==> src/rtl/colpar_pkg.sv <==
package colpar_pkg;

   typedef enum logic {
      CP_GEN = 1'b0,
      CP_CHK = 1'b1
   } cp_op_e;

endpackage

==> src/rtl/colpar_fold.sv <==
module colpar_fold #(
   parameter int LANE_W    = 4,
   parameter int N_CHIPS   = 64,
   parameter bit FOLD_TREE = 1'b1
) (
   input  logic [LANE_W*N_CHIPS-1:0] blk,
   output logic [LANE_W-1:0]         par
);

   generate
      if (FOLD_TREE) begin : g_tree
         for (genvar j = 0; j < LANE_W; j++) begin : g_lane
            logic [N_CHIPS-1:0] col;
            for (genvar c = 0; c < N_CHIPS; c++) begin : g_chip
               assign col[c] = blk[c*LANE_W + j];
            end
            assign par[j] = ^col;
         end
      end else begin : g_linear
         always_comb begin
            par = '0;
            for (int c = 0; c < N_CHIPS; c++) begin
               par = par ^ blk[c*LANE_W +: LANE_W];
            end
         end
      end
   endgenerate

endmodule

==> src/rtl/colpar_stage.sv <==
module colpar_stage
   import colpar_pkg::*;
#(
   parameter int PAR_W = 8
) (
   input  logic             clk,
   input  logic             rst_n,
   input  logic             ld,
   input  logic             op,
   input  logic [PAR_W-1:0] par,
   input  logic [PAR_W-1:0] stored,
   output logic             q_valid,
   output logic             q_op,
   output logic [PAR_W-1:0] q_par,
   output logic [PAR_W-1:0] q_syn,
   output logic             q_err
);

   logic             is_chk;
   logic [PAR_W-1:0] diff;

   assign is_chk = (cp_op_e'(op) == CP_CHK);
   assign diff   = stored ^ par;

   always_ff @(posedge clk or negedge rst_n) begin
      if (!rst_n) begin
         q_valid <= 1'b0;
         q_op    <= 1'b0;
         q_par   <= '0;
         q_syn   <= '0;
         q_err   <= 1'b0;
      end else begin
         q_valid <= ld;
         if (ld) begin
            q_op  <= op;
            q_par <= par;
            q_syn <= is_chk ? diff : '0;
            q_err <= is_chk && (stored != par);
         end
      end
   end

endmodule

==> src/rtl/colpar_gen.sv <==
module colpar_gen #(
   parameter int LANE_W    = 4,
   parameter int N_CHIPS   = 64,
   parameter int N_RBLK    = 2,
   parameter bit FOLD_TREE = 1'b1,
   localparam int RBLK_W   = LANE_W * N_CHIPS,
   localparam int LINE_W   = RBLK_W * N_RBLK,
   localparam int PAR_W    = LANE_W * N_RBLK
) (
   input  logic              clk,
   input  logic              rst_n,
   input  logic              in_valid,
   input  logic              in_op,
   input  logic [LINE_W-1:0] in_data,
   input  logic [PAR_W-1:0]  in_stored,
   output logic              out_valid,
   output logic              out_op,
   output logic [PAR_W-1:0]  out_parity,
   output logic [PAR_W-1:0]  out_syndrome,
   output logic              out_err
);

   generate
      if (LANE_W < 1) begin : g_bad_lane
         $error("colpar_gen: LANE_W must be at least 1");
      end
      if (N_CHIPS < 2) begin : g_bad_chips
         $error("colpar_gen: N_CHIPS must be at least 2");
      end
      if (N_RBLK < 1) begin : g_bad_rblk
         $error("colpar_gen: N_RBLK must be at least 1");
      end
   endgenerate

   logic [PAR_W-1:0] par_comb;

   for (genvar k = 0; k < N_RBLK; k++) begin : g_rblk
      colpar_fold #(
         .LANE_W    (LANE_W),
         .N_CHIPS   (N_CHIPS),
         .FOLD_TREE (FOLD_TREE)
      ) u_fold (
         .blk (in_data[k*RBLK_W +: RBLK_W]),
         .par (par_comb[k*LANE_W +: LANE_W])
      );
   end

   colpar_stage #(
      .PAR_W (PAR_W)
   ) u_stage (
      .clk     (clk),
      .rst_n   (rst_n),
      .ld      (in_valid),
      .op      (in_op),
      .par     (par_comb),
      .stored  (in_stored),
      .q_valid (out_valid),
      .q_op    (out_op),
      .q_par   (out_parity),
      .q_syn   (out_syndrome),
      .q_err   (out_err)
   );

endmodule

==> config.mk <==
export PLATFORM = sky130hd
export DESIGN_NAME = colpar_gen
export DESIGN_NICKNAME = d
export VERILOG_FILES = /design/src/rtl/colpar_pkg.sv /design/src/rtl/colpar_fold.sv /design/src/rtl/colpar_stage.sv /design/src/rtl/colpar_gen.sv
export SDC_FILE = /design/constraint.sdc
export NUM_CORES = 1
export LEC_CHECK = 0
export BUFFER_PORTS_ARGS = -buffer_cell sky130_fd_sc_hd__buf_2
export CAP_MARGIN = 40
export CORE_AREA = 4 4 207 209
export DETAILED_ROUTE_END_ITERATION = 10
export DIE_AREA = 0 0 211 213
export PLACE_DENSITY_LB_ADDON = 0.3
export RECOVER_POWER = 50
export SLEW_MARGIN = 20
export SYNTH_ARGS = -nofsm -noshare
export SYNTH_HDL_FRONTEND = slang
export SYNTH_HIERARCHICAL = 1
export SYNTH_SLANG_ARGS = --single-unit
==> constraint.sdc <==
create_clock -name clk -period 0.8 [get_ports clk]
set_clock_uncertainty 0.1 [all_clocks]
set_input_delay 0.16 -clock clk [delete_from_list [all_inputs] [get_ports clk]]
set_output_delay 0.16 -clock clk [all_outputs]
set_load 0.02 [all_outputs]
== Word-level counts from Yosys, hierarchy flattened ==
Index checks and enable logic that the tools add are counted.
Storage, ports and cells
  bits in registers: 19
  word-level logic and storage cells: 17
Cells by class
  equal/unequal tests: 1
  muxes and demuxes: 1
  reductions and logical operators: 9
  bitwise operators: 1
Operator list (number)
  parity 64 bit: 8
  2-to-1 mux 8 bit: 1
  != test 8 bit: 1
  bitwise XOR 8 bit: 1
  logical AND 1 bit: 1

== Longest topological paths before layout ==
  depth in word-level cells: 3
  depth in mapped cells: 10
  gate-level depth less buffers: 10

== Hierarchy ==
The synthesis kept the hierarchy.
By module, submodules not included
  colpar_fold: sequential area each 0.0 um^2, area an instance 2207.1 um^2, cells each 252, times used 2
  colpar_stage: sequential area each 475.5 um^2, area an instance 779.5 um^2, cells each 61, times used 1

== Worst setup path before layout ==
No wires, ideal clock.
  kind: input-to-reg
  start: input in_data[315]
  end: register u_stage.q_err
  cell stages on the path: 10
  path buffers: 0
  setup time: 0.130 ns
  path slack: -0.940 ns
  arrival time: 1.510 ns
  data required time: 0.570 ns
  cell sequence: xor2_1 xnor2_1 xnor2_1 xnor2_1 xnor2_1 xnor2_1 xnor2_1 nand4_1 nor2_1 o22ai_1
On the way
  word-level cells in the longest chain between the ends: 3
RTL lines
  start: declaration: line colpar_gen.sv:14  | input logic [LINE_W-1:0] in_data,
  parity 64 bit: line colpar_fold.sv:17  | assign par[j] = ^col;
  via par_comb[7]: line colpar_gen.sv:35  | logic [PAR_W-1:0] par_comb;
  != test 8 bit: line colpar_stage.sv:38  | q_err <= is_chk && (stored != par);
  logical AND 1 bit: line colpar_stage.sv:38
  end signal: assignment: line colpar_stage.sv:38
  end: declaration: line colpar_stage.sv:16  | output logic q_err
The timed path passes the listed nets, and every way through them passes these cells.
A chain may end at the register's enable or synchronous reset.

== Worst setup path after layout ==
  start: input in_data[124]
  end: register u_stage.q_err
Same word-level chain as after synthesis.

==> impl_metrics.json <==
{
  "setup_tns_ns": -19.41,
  "grt_pass1_wl_um": 32100,
  "status": "complete, but fails checks",
  "wl_um": 23700,
  "rsz0062_at_grt": "true",
  "die_area_um2": 44900,
  "finalHoldViolations": 0,
  "fin_cells": 1669,
  "hp-start": "in_valid",
  "wire_per_inst_um": 14.2,
  "r2r_slack_ns": -0.19,
  "ios": 543,
  "syn_to_final_growth_pct": 106,
  "portBuffers": 542,
  "cp_slowest_cell": "xnor2_2",
  "min-delay-path-class": "input port to flop",
  "p_leak_nw": 4.90,
  "power.density_nw_per_um2": 2460,
  "coreArea_um2": 40800,
  "rows": 74,
  "crit_chain": "buf_6 -> xor2_2 -> xnor2_2 -> xnor2_2 -> xnor2_2 -> xnor2_2 -> xnor2_4 -> xnor2_2 -> buf_6 -> nand4_1 -> nor2_1 -> o22ai_1",
  "maxSlewViolCount": 0,
  "end_kind": "flop",
  "crit_path_frequent_cell": "xnor2_2",
  "grt.total_usage_pct": 9.31,
  "finish.utilization_pct": 26.2,
  "route.vias.total": 5630,
  "ys_warn_count": 6,
  "drive_above_1_share_pct": 67.0,
  "max_slew_margin_pct": 78.3,
  "synth_seq_area_share_pct": 9.15,
  "period_share_pct": 240,
  "drc": 0,
  "routabilityCongestion": 0.887,
  "htree_levels": 1,
  "syn-cell-area_um2": 5190,
  "syn_nets": 1089,
  "nFillCells": 4407,
  "worstSetupPathType": "input port to flop",
  "clock-sinks": 19,
  "vdd_drop_max_mv": 1.18,
  "die_h_um": 213,
  "ys_types": 11,
  "die_w_um": 211,
  "arrival_ns": 1.97,
  "cts_buffers": 3,
  "n_antenna_cell": 0,
  "layout_commonest_cell": "buf_2",
  "avgSynthCellArea_um2": 9.19,
  "grt_pass1_vias": 6233,
  "grt_max_degree": 20,
  "cp.required_ns": 0.85,
  "avgViaCountPerCell": 3.37,
  "hpwl_um": 21300,
  "slowest_delay_ns": 0.27,
  "cts_max_path_buffers": 2,
  "drt_iter0_drc": 69,
  "max_freq_mhz": 521,
  "dp_cells": 1659,
  "dr.pass1.iters": 4,
  "ys_ff_latch": 19,
  "r2r_end": "u_stage/q_par[2]$_DFFE_PN0P_",
  "start_util_pct": 12.7,
  "whs_endpoint": "u_stage/q_valid$_DFF_PN0_",
  "maxCapViolations": 0,
  "violations": "setup timing",
  "nets": 1662,
  "p_total_mw": 26.2,
  "clk_pin_slew_ns": 0.06,
  "ant_nets": 0,
  "overflow": 0,
  "cp_max_fo": 2,
  "layout_min_cycle_time_ns": 1.92,
  "setup_viol": 37,
  "cp-start-kind": "input port",
  "root_buffer": "clkbuf_16",
  "antenna_found_initial": 0,
  "final_cell_mix": "buf_2 (488), xnor2_1 (293), xnor2_2 (155)",
  "syn_inst": 565,
  "hold_path_depth": 2,
  "fin_ws_ns": -1.12,
  "worstMarginPinSlew_ns": 0.323,
  "insertion_delay_ns": 0.26,
  "r2r-start": "u_stage/q_par[2]$_DFFE_PN0P_",
  "ff2ff_path_depth": 2,
  "cts_tree": "built"
}
final cells by class:
type,instances,area [um^2],area share (%)
timing repair buffer,570,3310,31.0
multi-input combinational,534,6110,57.2
sequential,19,475,4.45
tap,532,666,6.23
inverter,10,37.5,0.351
clock buffer,4,78.8,0.738
flip-flops by register name, indices dropped and copies added, names as in the netlist:
register         cells
u_stage/q_err        1
u_stage/q_op         1
u_stage/q_par        8
u_stage/q_syn        8
u_stage/q_valid      1
worst max-delay path, delay by kind of cell:
family	cells	cell delay (ns)
simple gates	2	0.22
buf+inv	2	0.24
xor+xnor	7	1.27
compound gates	1	0.07
power by group:
part	total, mW	switching [mW]	internal, mW
Combinational	23.4	9.95	13.5
Sequential	1.68	0.258	1.43
Clock	1.14	0.462	0.683
Total	26.2	10.7	15.6
cell families (layout without fill, tap and decap cells):
kind of cell	Yosys count	count (layout)	synth area share (%)
buf+inv	12	584	1.16
flops	19	19	9.15
simple gates	4	4	0.434
xor+xnor	512	512	86.3
compound gates	10	10	1.18
mux	8	8	1.73
worst max-delay path by stage:
stage / from / end / slack, ns / depth (start not counted)
2_1_floorplan: in_data[451] / u_stage/q_err$_DFFE_PN0P_ / -0.92 / 10
3_3_place_gp: in_data[120] / u_stage/q_err$_DFFE_PN0P_ / -1.78 / 11
3_5_place_dp: in_data[44] / u_stage/q_err$_DFFE_PN0P_ / -1.74 / 12
4_1_cts: in_data[175] / u_stage/q_err$_DFFE_PN0P_ / -1.19 / 12
5_1_grt: in_data[173] / u_stage/q_err$_DFFE_PN0P_ / -1.28 / 11
6_report: in_data[124] / u_stage/q_err$_DFFE_PN0P_ / -1.12 / 12
through the flow:
stage,setup slack (ns),cell area [um^2],hold slack [ns]
final,-1.12,10700,0.118
after global routing,-1.28,10700,0.118
after CTS,-1.19,9730,0.117
after detailed placement,-1.74,8770,0.0237
after global placement,-1.78,8770,0.0247
after floorplan,-0.923,5210,-0.236
synthesized netlist by cell type (all sizes together):
library cell  count  area, um^2
mux2              8        90.1
nand2             1        6.26
nor2              1        3.75
o21ai             1        5.00
xor2             56         490
o22ai             9        56.3
inv              10        37.5
buf               2        22.5
nand4             2        12.5
xnor2           456        3990
dfrtp            19         475
metal layers:
layer	wire length (um)	GRT usage, %
met5	0	0
met4	533	2.75
met3	1910	1.82
met2	13700	19.4
met1	7530	9.15
repair_timing:
action,in CTS,in global routing
endpoints found under the hold margin,19,0
hold buffers,1,0
resized for setup,141,132
buffers inserted,8,5
endpoints found under the setup margin,36,37
pin swaps,90,100
(Power assumes the default switching activity.)
